`src/rtl/ccd_tg_pkg.sv`:
```
package ccd_tg_pkg;

  typedef enum logic {
    SCAN_FULL = 1'b0,
    SCAN_FAST = 1'b1
  } scan_mode_e;

  localparam int NPHASE     = 4;
  localparam int FAST_STEPS = 4;

  // true when pos lies in [start, start+len)
  function automatic logic in_span(int pos, int start, int len);
    return (pos >= start) && (pos < start + len);
  endfunction

  // slot index inside the vertical shift window
  function automatic int vx_slot(int pos, int start, int slot_w);
    return ((pos - start) / slot_w) % NPHASE;
  endfunction

  // number of lines in one frame for a mode
  function automatic int frame_lines(scan_mode_e m, int full_lines, int fast_lines);
    return (m == SCAN_FAST) ? fast_lines : full_lines;
  endfunction

  // number of vertical shift steps per line for a mode
  function automatic int vx_steps(scan_mode_e m);
    return (m == SCAN_FAST) ? FAST_STEPS : 1;
  endfunction

endpackage

```
`src/rtl/ccd_tg_counters.sv`:
```
module ccd_tg_counters
  import ccd_tg_pkg::*;
#(
  parameter int LINE_LEN   = 800,
  parameter int PROG_LINES = 1068,
  parameter int HFR_LINES  = 267,
  parameter int HW         = 10,
  parameter int VW         = 11
) (
  input  logic          clk,
  input  logic          rst,
  input  scan_mode_e    mode,
  output logic [HW-1:0] h_o,
  output logic [VW-1:0] v_o,
  output logic          frame_end_o
);

  logic line_end;
  logic last_line;

  assign line_end    = (int'(h_o) == LINE_LEN - 1);
  assign last_line   = (int'(v_o) == frame_lines(mode, PROG_LINES, HFR_LINES) - 1);
  assign frame_end_o = line_end && last_line;

  always_ff @(posedge clk) begin
    if (rst) begin
      h_o <= '0;
      v_o <= '0;
    end else if (line_end) begin
      h_o <= '0;
      v_o <= last_line ? '0 : v_o + 1'b1;
    end else begin
      h_o <= h_o + 1'b1;
    end
  end


  line_wrap_chk: assert property (@(posedge clk) disable iff (rst)
    line_end |=> (h_o == '0));


  vline_bound_chk: assert property (@(posedge clk) disable iff (rst)
    int'(v_o) < frame_lines(mode, PROG_LINES, HFR_LINES));

endmodule

```
`src/rtl/ccd_tg_cfg.sv`:
```
module ccd_tg_cfg
  import ccd_tg_pkg::*;
#(
  parameter int VW = 11
) (
  input  logic          clk,
  input  logic          rst,
  input  logic          cfg_we,
  input  logic          cfg_sel,
  input  logic [VW-1:0] cfg_wdata,
  input  logic          frame_end,
  output scan_mode_e    act_mode_o,
  output logic [VW-1:0] act_shut_o
);

  scan_mode_e    pend_mode;
  logic [VW-1:0] pend_shut;

  always_ff @(posedge clk) begin
    if (rst) begin
      pend_mode  <= SCAN_FULL;
      pend_shut  <= '0;
      act_mode_o <= SCAN_FULL;
      act_shut_o <= '0;
    end else begin
      if (cfg_we && !cfg_sel) pend_mode <= scan_mode_e'(cfg_wdata[0]);
      if (cfg_we &&  cfg_sel) pend_shut <= cfg_wdata;
      if (frame_end) begin
        act_mode_o <= pend_mode;
        act_shut_o <= pend_shut;
      end
    end
  end


  mode_hold_chk: assert property (@(posedge clk) disable iff (rst)
    !frame_end |=> $stable(act_mode_o));


  shut_hold_chk: assert property (@(posedge clk) disable iff (rst)
    !frame_end |=> $stable(act_shut_o));

endmodule

```
`src/rtl/ccd_tg_decode.sv`:
```
module ccd_tg_decode
  import ccd_tg_pkg::*;
#(
  parameter int HW         = 10,
  parameter int VW         = 11,
  parameter int HSYNC_W    = 64,
  parameter int READ_OFS   = 2,
  parameter int READ_W     = 50,
  parameter int SUB_OFS    = 56,
  parameter int SUB_W      = 4,
  parameter int VX_OFS     = 60,
  parameter int SLOT_W     = 8,
  parameter int HACT_START = 200,
  parameter int HACT_END   = 790
) (
  input  logic          clk,
  input  logic          rst,
  input  logic [HW-1:0] h,
  input  logic [VW-1:0] v,
  input  scan_mode_e    mode,
  input  logic [VW-1:0] shut,
  output logic          hd_o,
  output logic          vd_o,
  output logic          h1_o,
  output logic          h2_o,
  output logic          rg_o,
  output logic          sg_a_o,
  output logic          sg_b_o,
  output logic [3:0]    vert_o,
  output logic          sub_o
);

  // named decode events
  logic       in_xfer;
  logic       in_read;
  logic       in_vx;
  logic       in_sub;
  logic       blank_line;
  logic [1:0] slot;
  logic [3:0] vert_d;

  assign blank_line = (v == '0);
  assign in_xfer    = in_span(int'(h), HACT_START, HACT_END - HACT_START);
  assign in_read    = blank_line && in_span(int'(h), READ_OFS, READ_W);
  assign in_vx      = !blank_line &&
                      in_span(int'(h), VX_OFS, vx_steps(mode) * NPHASE * SLOT_W);
  assign in_sub     = (v < shut) && in_span(int'(h), SUB_OFS, SUB_W);
  assign slot       = 2'(vx_slot(int'(h), VX_OFS, SLOT_W));

  for (genvar k = 0; k < NPHASE; k++) begin : g_phase
    assign vert_d[k] = in_vx && ((int'(slot) == k) ||
                                 (int'(slot) == (k + NPHASE - 1) % NPHASE));
  end

  always_ff @(posedge clk) begin
    if (rst) begin
      hd_o   <= 1'b0;
      vd_o   <= 1'b0;
      h1_o   <= 1'b0;
      h2_o   <= 1'b0;
      rg_o   <= 1'b0;
      sg_a_o <= 1'b0;
      sg_b_o <= 1'b0;
      vert_o <= '0;
      sub_o  <= 1'b0;
    end else begin
      hd_o   <= (int'(h) < HSYNC_W);
      vd_o   <= blank_line;
      h1_o   <= in_xfer ? !h[0] : 1'b1;
      h2_o   <= in_xfer ?  h[0] : 1'b0;
      rg_o   <= in_xfer &&  h[0];
      sg_a_o <= in_read;
      sg_b_o <= in_read && (mode == SCAN_FULL);
      vert_o <= vert_d;
      sub_o  <= in_sub;
    end
  end


  vert_pair_chk: assert property (@(posedge clk) disable iff (rst)
    ($countones(vert_o) == 0) || ($countones(vert_o) == 2));

endmodule

```
`src/rtl/ccd_timing_gen.sv`:
```
module ccd_timing_gen
  import ccd_tg_pkg::*;
#(
  parameter int LINE_LEN   = 800,
  parameter int PROG_LINES = 1068,
  parameter int HFR_LINES  = 267,
  parameter int HSYNC_W    = 64,
  parameter int READ_OFS   = 2,
  parameter int READ_W     = 50,
  parameter int SUB_OFS    = 56,
  parameter int SUB_W      = 4,
  parameter int VX_OFS     = 60,
  parameter int SLOT_W     = 8,
  parameter int HACT_START = 200,
  parameter int HACT_END   = 790,
  localparam int HW        = $clog2(LINE_LEN),
  localparam int VW        = $clog2(PROG_LINES + 1)
) (
  input  logic          clk,
  input  logic          rst,
  input  logic          cfg_we,
  input  logic          cfg_sel,
  input  logic [VW-1:0] cfg_wdata,
  output logic          hd_o,
  output logic          vd_o,
  output logic          h1_o,
  output logic          h2_o,
  output logic          rg_o,
  output logic          sg_a_o,
  output logic          sg_b_o,
  output logic [3:0]    vert_o,
  output logic          sub_o
);

  logic [HW-1:0] h;
  logic [VW-1:0] v;
  logic          frame_end;
  scan_mode_e    act_mode;
  logic [VW-1:0] act_shut;
  logic          live;

  always_ff @(posedge clk) begin
    if (rst) live <= 1'b0;
    else     live <= 1'b1;
  end

  ccd_tg_counters #(
    .LINE_LEN(LINE_LEN), .PROG_LINES(PROG_LINES), .HFR_LINES(HFR_LINES),
    .HW(HW), .VW(VW)
  ) u_cnt (
    .clk(clk), .rst(rst), .mode(act_mode),
    .h_o(h), .v_o(v), .frame_end_o(frame_end)
  );

  ccd_tg_cfg #(.VW(VW)) u_cfg (
    .clk(clk), .rst(rst), .cfg_we(cfg_we), .cfg_sel(cfg_sel),
    .cfg_wdata(cfg_wdata), .frame_end(frame_end),
    .act_mode_o(act_mode), .act_shut_o(act_shut)
  );

  ccd_tg_decode #(
    .HW(HW), .VW(VW), .HSYNC_W(HSYNC_W), .READ_OFS(READ_OFS), .READ_W(READ_W),
    .SUB_OFS(SUB_OFS), .SUB_W(SUB_W), .VX_OFS(VX_OFS), .SLOT_W(SLOT_W),
    .HACT_START(HACT_START), .HACT_END(HACT_END)
  ) u_dec (
    .clk(clk), .rst(rst), .h(h), .v(v), .mode(act_mode), .shut(act_shut),
    .hd_o(hd_o), .vd_o(vd_o), .h1_o(h1_o), .h2_o(h2_o), .rg_o(rg_o),
    .sg_a_o(sg_a_o), .sg_b_o(sg_b_o), .vert_o(vert_o), .sub_o(sub_o)
  );


  hclk_compl_chk: assert property (@(posedge clk) disable iff (rst || !live)
    h1_o != h2_o);


  sgb_mode_chk: assert property (@(posedge clk) disable iff (rst)
    sg_b_o |-> (sg_a_o && act_mode == SCAN_FULL));


  vd_hd_chk: assert property (@(posedge clk) disable iff (rst)
    $rose(vd_o) |-> hd_o);


  rg_phase_chk: assert property (@(posedge clk) disable iff (rst)
    rg_o |-> h2_o);

endmodule

```
`config.mk`:
```
export PLATFORM = sky130hd
export DESIGN_NAME = ccd_timing_gen
export DESIGN_NICKNAME = d
export VERILOG_FILES = /design/src/rtl/ccd_tg_pkg.sv /design/src/rtl/ccd_tg_counters.sv /design/src/rtl/ccd_tg_cfg.sv /design/src/rtl/ccd_tg_decode.sv /design/src/rtl/ccd_timing_gen.sv
export SDC_FILE = /design/constraint.sdc
export NUM_CORES = 1
export LEC_CHECK = 0
export ABC_AREA = 0
export BUFFER_PORTS_ARGS = -buffer_cell sky130_fd_sc_hd__buf_2
export CAP_MARGIN = 10
export CORE_ASPECT_RATIO = 0.9
export CORE_MARGIN = 2
export CORE_UTILIZATION = 30
export CTS_BUF_LIST = sky130_fd_sc_hd__clkbuf_16
export CTS_CLUSTER_SIZE = 30
export DETAILED_ROUTE_END_ITERATION = 10
export GPL_ROUTABILITY_DRIVEN = 0
export SYNTH_ARGS = -nofsm -noshare
export SYNTH_HDL_FRONTEND = slang
export SYNTH_SLANG_ARGS = --single-unit
```
`constraint.sdc`:
```
create_clock -name clk -period 3.5 [get_ports clk]
set_input_delay 0.525 -clock clk [delete_from_list [all_inputs] [get_ports clk]]
set_output_delay 0.525 -clock clk [all_outputs]
set_load 0.05 [all_outputs]
```
Yosys cells after proc, flatten, opt, wreduce, memory -nomap -nowiden
Cells that the tools add are included.
{"block": "word_totals", "ff_bits": 57, "elab_cells": 71, "inputBits": 15}
{"block": "op_classes", "n_reduce_logical": 28, "bitwise": 3, "order_cmp": 10, "eq_ne": 5, "n_addsub": 6, "n_mux": 4}
{"op": "$add 7x32->32 const A", "n": 1}
{"op": "$eq 12x32->1", "n": 1}
{"op": "$lt 11x32->1", "n": 1}
{"op": "$sub 32x2->32 const B", "n": 1}
{"op": "$mux 11", "n": 2}
{"op": "$ge 10x6->1 const B", "n": 2}
{"op": "$lt 10x6->1 const B", "n": 2}
{"op": "$logic_and 1x1->1", "n": 16}
{"op": "$add 11x1->11 const B", "n": 1}
{"op": "$logic_not 11->1", "n": 1}
{"op": "$lt 11x11->1", "n": 1}
{"op": "$sub 10x6->11 const B", "n": 1}
{"op": "$add 10x1->10 const B", "n": 1}
{"op": "$eq 10x9->1 const B", "n": 1}
{"op": "$ge 10x2->1 const B", "n": 1}
{"op": "$ge 10x8->1 const B", "n": 1}
{"op": "$lt 10x10->1 const B", "n": 1}
{"op": "$lt 10x7->1 const B", "n": 1}
{"op": "$eq 2x2->1 const B", "n": 2}
{"op": "$logic_or 1x1->1", "n": 4}
{"op": "$reduce_or 2->1", "n": 2}
{"op": "$logic_not 1->1", "n": 3}
{"op": "$mux 3", "n": 1}
{"op": "$reduce_or 3->1", "n": 1}
{"op": "other kinds (6)", "n": 7}

Longest topological paths before layout
{"block": "depth", "depth_word": 7, "ltp_mapped": 10, "depth_no_buf": 9}

By module
A second synthesis with hierarchy kept.
{"block": "unflattened", "hier_cells": 311, "hier_area_um2": 2851.5}
{"mod": "ccd_tg_counters", "cells_per_inst": 115, "seq_area_each_um2": 420.4, "n_inst": 1, "area_per_inst_um2": 1001.0}
{"mod": "ccd_tg_cfg", "cells_per_inst": 92, "seq_area_each_um2": 480.5, "n_inst": 1, "area_per_inst_um2": 950.9}
{"mod": "ccd_tg_decode", "cells_per_inst": 104, "seq_area_each_um2": 240.2, "n_inst": 1, "area_per_inst_um2": 899.6}

Least setup slack after synthesis
No wires, ideal clock.
{"block": "synth_path", "kind": "flip-flop to flip-flop", "start": "reg u_cnt.h_o[7]", "end": "reg u_dec.vert_o[1]", "stages_incl_launch_ff": 10, "arrival_ns": 2.013, "period_less_slack_ns": 2.131, "n_path_buf": 0, "slack_ns": 1.369, "required_ns": 3.382, "setup_ns": 0.118, "cell_sequence": "dfxtp_1 > or4_1 > a221oi_1 > ha_1 > xnor2_1 > xnor2_1 > inv_1 > ha_1 > nor2_1 > nor2_1"}
{"block": "synth_via", "elab_chain_cells": 6, "word_cells_on_any_way": 11, "cone_classes": "2 x add/sub; 2 x order compare; 1 x eq/ne; 1 x bitwise; 5 x reduce/logical"}
{"item": "start: declaration", "line": "ccd_tg_counters.sv:13", "rtl": "output logic [HW-1:0] h_o,"}
{"item": "start signal: assignment", "line": "ccd_tg_counters.sv:33", "rtl": "h_o <= h_o + 1'b1;"}
{"item": "$sub 10x6->11", "line": "ccd_tg_pkg.sv:18", "rtl": "return ((pos - start) / slot_w) % NPHASE;"}
{"item": "$and 1x1->1 (no source line)"}
{"item": "$add 2x1->2 (no source line)"}
{"item": "$eq 2x2->1 / $logic_not 2->1 (equally long branches)", "line": "ccd_tg_decode.sv:51, ccd_tg_decode.sv:52"}
{"item": "$logic_or 1x1->1", "line": "ccd_tg_decode.sv:51", "rtl": "assign vert_d[k] = in_vx && ((int'(slot) == k) ||"}
{"item": "$logic_and 1x1->1 *", "line": "ccd_tg_decode.sv:51"}
{"item": "end signal: assignment", "line": "ccd_tg_decode.sv:74", "rtl": "vert_o <= vert_d;"}
{"item": "end: declaration", "line": "ccd_tg_decode.sv:29", "rtl": "output logic [3:0] vert_o,"}
Every way passes the cells marked *; elsewhere a longest branch is shown, timed or not.
A chain may end at the register's enable or synchronous reset.

Worst setup path after layout
{"block": "layout_path", "start": "reg u_cnt.h_o[9]", "end": "reg u_dec.vert_o[1]"}
The elaborated chain is that of the path after synthesis.

==> flow_summary_export.csv <==
group,metric,value,unit
timing,finalHoldViolCount,0,
die,fp.dieW,105.1,um
timing,slew-limit-headroom,0.5591,
detailed_routing,dr.first_iter.drc_count,89,
global_route,grt_pass1_wl,9301,um
clocking,cts_max_level,3,
detailed_routing,vias,2148,
timing,fin_skew,0.006163,ns
timing,fin_setup_tns,0,ns
timing,period_share,0.6631,
critical_path,cp-start-kind,"register",
global_route,grt_max_degree,38,
power,peakVddDrop,0.1996,mV
power,p_leak,1.388,nW
placed_design,numPortBuffers,26,
power,intPower,1.307,mW
timing,worstMarginPinSlew,0.6613,ns
clocking,cts.reportedPaths.clkPinSlew,0.05,ns
critical_path,critical_path_class,"register to register",
power,p_switching,347.8,uW
critical_path,crit_required,3.71,ns
layout,fin_area,0.003299,mm2
clocking,cts.sinks,57,
critical_path,reg2reg_depth,9,
logic_synthesis,synth_seq_cells,57,
worst_hold_path,min_path_type,"primary input to register",
clocking,insertion_delay,0.32,ns
die,die_area,0.009984,mm2
timing,max_freq,430.9,MHz
logic_synthesis,seq_area_frac_synth,0.4134,
power,power-per-cell-area,501.6,mW/mm2
die,dieHeight,95.00,um
layout,nNetsFinal,383,
power,total_power,1.655,mW
power,power_frac_clock,0.543,
power,power_frac_comb,0.050,
clocking,post_cts_resized,0,
layout,finish.utilization,0.3649,
power,pwr-share-seq,0.407,
logic_synthesis,yosysUniqueCellTypes,39,
detailed_routing,drtPass1Iterations,4,
detailed_routing,drc_errors,0,
die,start_util,0.3052,
clocking,cts_buffer_depth,2,
clocking,postCtsHoldBufs,0,
die,io_pins,27,
power,switching_share,0.2102,
critical_path,worstPathArrival,2.53,ns
logic_synthesis,ys_warn_count,0,
layout,syn_to_final_growth,19.54,%
placed_design,dp_hpwl,4035,um
critical_path,regToRegStartpoint,"u_cnt.h_o[9]",
critical_path,cp_max_fo,6,
clocking,cts_setup_buffers,0,
logic_synthesis,synthArstFlopShare,0,
layout,diodes,0,
logic_synthesis,syn_area_per_cell,8.735,um2
critical_path,crit_path_end_kind,"register",
logic_synthesis,synth_flop_cell,"dfxtp_1",
timing,setup_viol,0,
clocking,cts_tree,"yes",
logic_synthesis,synth_cells,316,
die,coreArea,0.009042,mm2
global_route,grt_pass1_vias,2029,
detailed_routing,wl,5471,um
worst_hold_path,min_from,"cfg_wdata[5]",
detailed_routing,via_per_inst,4.580,
critical_path,regToRegSetupSlack,1.18,ns
clocking,numCtsBuffers,9,
timing,maxSlewViolCount,0,
layout,final_cell_mix,"dfxtp_1 (57), nor2_1 (50), nand2_1 (33)",
layout,final_common_cell,"dfxtp_1",
logic_synthesis,synth_area,0.002760,mm2
clocking,cts-root-buf,"clkbuf_16",
global_route,grt_usage,0.1186,
timing,fin_crit,2.321,ns
worst_hold_path,whs_path_depth,3,
global_route,antenna_found_initial,0,
logic_synthesis,syn_nets,357,
global_route,overflow,0,
worst_hold_path,min_to,"u_cfg.pend_shut[5]",
placed_design,placed_area,0.002988,mm2
flow_run,cap_viol_max_count,0,
layout,drive_gt1_frac,0.1441,
die,num_rows,33,
status,status,"finished clean",
detailed_routing,wl_per_cell,11.67,um
timing,rsz0062_at_grt,"no",
critical_path,reg2reg_to,"u_dec.vert_o[1]",
detailed_routing,drt.antenna.violating_nets,0,
logic_synthesis,synth_edf_count,0,
state kept, by name, summed over array words and instances (netlist names):
signal	flops
u_cfg.act_mode_o	1
u_dec.sg_b_o	1
u_dec.sg_a_o	1
u_cfg.act_shut_o	11
u_dec.vert_o	4
u_dec.h1_o	1
u_cfg.pend_mode	1
u_dec.sub_o	1
u_dec.hd_o	1
u_dec.vd_o	1
u_cnt.v_o	11
u_cfg.pend_shut	11
u_dec.h2_o	1
u_cnt.h_o	10
u_dec.rg_o	1
per-layer routing:
metal	global-route usage	vias up	share of wire
met1	0.1508	987	0.52
li1	-	1117	-
met3	0.03382	12	0.034
met5	0	-	0
met4	0.05889	0	0.019
met2	0.1851	32	0.43
worst max-delay path by stage:
stage / from / end / cells after the start
final: u_cnt.h_o[9] / u_dec.vert_o[1] / 9
after global routing: u_cnt.h_o[9] / u_dec.vert_o[1] / 9
after CTS: u_cnt.h_o[9] / u_dec.vert_o[1] / 9
after detailed placement: u_cnt.h_o[9] / u_dec.vert_o[1] / 9
after global placement: u_cnt.h_o[9] / u_dec.vert_o[1] / 9
after floorplan: u_cnt.h_o[7] / u_dec.vert_o[1] / 9
power by group through the flow:
stage | clock network, mW | registers (mW) | logic [mW]
floorplan | 0 | 0.698 | 0.0488
global placement | 0 | 0.687 | 0.0817
detailed placement | 0 | 0.687 | 0.0825
CTS | 0.924 | 0.674 | 0.0832
global route | 0.950 | 0.675 | 0.0932
finish | 0.899 | 0.674 | 0.0820
synthesized netlist by cell type (all sizes together), types with 2 or more instances:
| cell | count | area [um2] |
|---|---|---|
| nand3 | 9 | 45.04 |
| and2 | 2 | 12.51 |
| xnor2 | 10 | 87.58 |
| nor2 | 52 | 205.2 |
| nand2 | 33 | 123.9 |
| xor2 | 10 | 87.58 |
| or4 | 2 | 15.01 |
| a21oi | 16 | 80.08 |
| nand2b | 2 | 12.51 |
| ha | 26 | 325.3 |
| nor4 | 5 | 31.28 |
| buf | 4 | 28.78 |
| o21ai | 8 | 40.04 |
| dfxtp | 57 | 1141 |
| inv | 23 | 86.33 |
| nor2b | 3 | 18.77 |
| and3 | 3 | 18.77 |
| mux2i | 13 | 130.1 |
| nor3 | 11 | 70.07 |
| clkbuf | 7 | 26.28 |
| nand4 | 4 | 25.02 |
| and4 | 4 | 35.03 |
critical path: stages (launching register included):
cell and delay (ns):
dfxtp_1 0.37, or4_1 0.62, a221oi_1 0.26, ha_1 0.21, xnor2_1 0.07, xnor2_1 0.25, inv_1 0.10, ha_1 0.19
nor2_1 0.09, nor2_1 0.04
stage by stage:
stage / instances / hold slack [ns] / worst slack [ns]
floorplan: 316 / 0.4357 / 1.369
global placement: 453 / 0.4478 / 1.246
detailed placement: 453 / 0.4513 / 1.199
CTS: 469 / 0.4289 / 1.181
global route: 469 / 0.4424 / 0.9684
finish: 469 / 0.4373 / 1.179
cells by family after synthesis:
family	after synthesis	share of synthesized area
compound gates	32	0.07163
xor+xnor	20	0.06346
fa+ha+maj	26	0.1179
buf+inv	34	0.05123
flops	57	0.4134
mux	13	0.04714
simple gates	134	0.2353
area by class of cell:
cell class,instances,area (um2)
fill,918,5743
multi-input combinational,225,1478
sequential,57,1141
clock buffer,9,225.2
tap,122,152.6
timing repair buffer,26,130.1
clock inverter,7,86.33
inverter,23,86.33
Power figures use the tool's default switching activity.
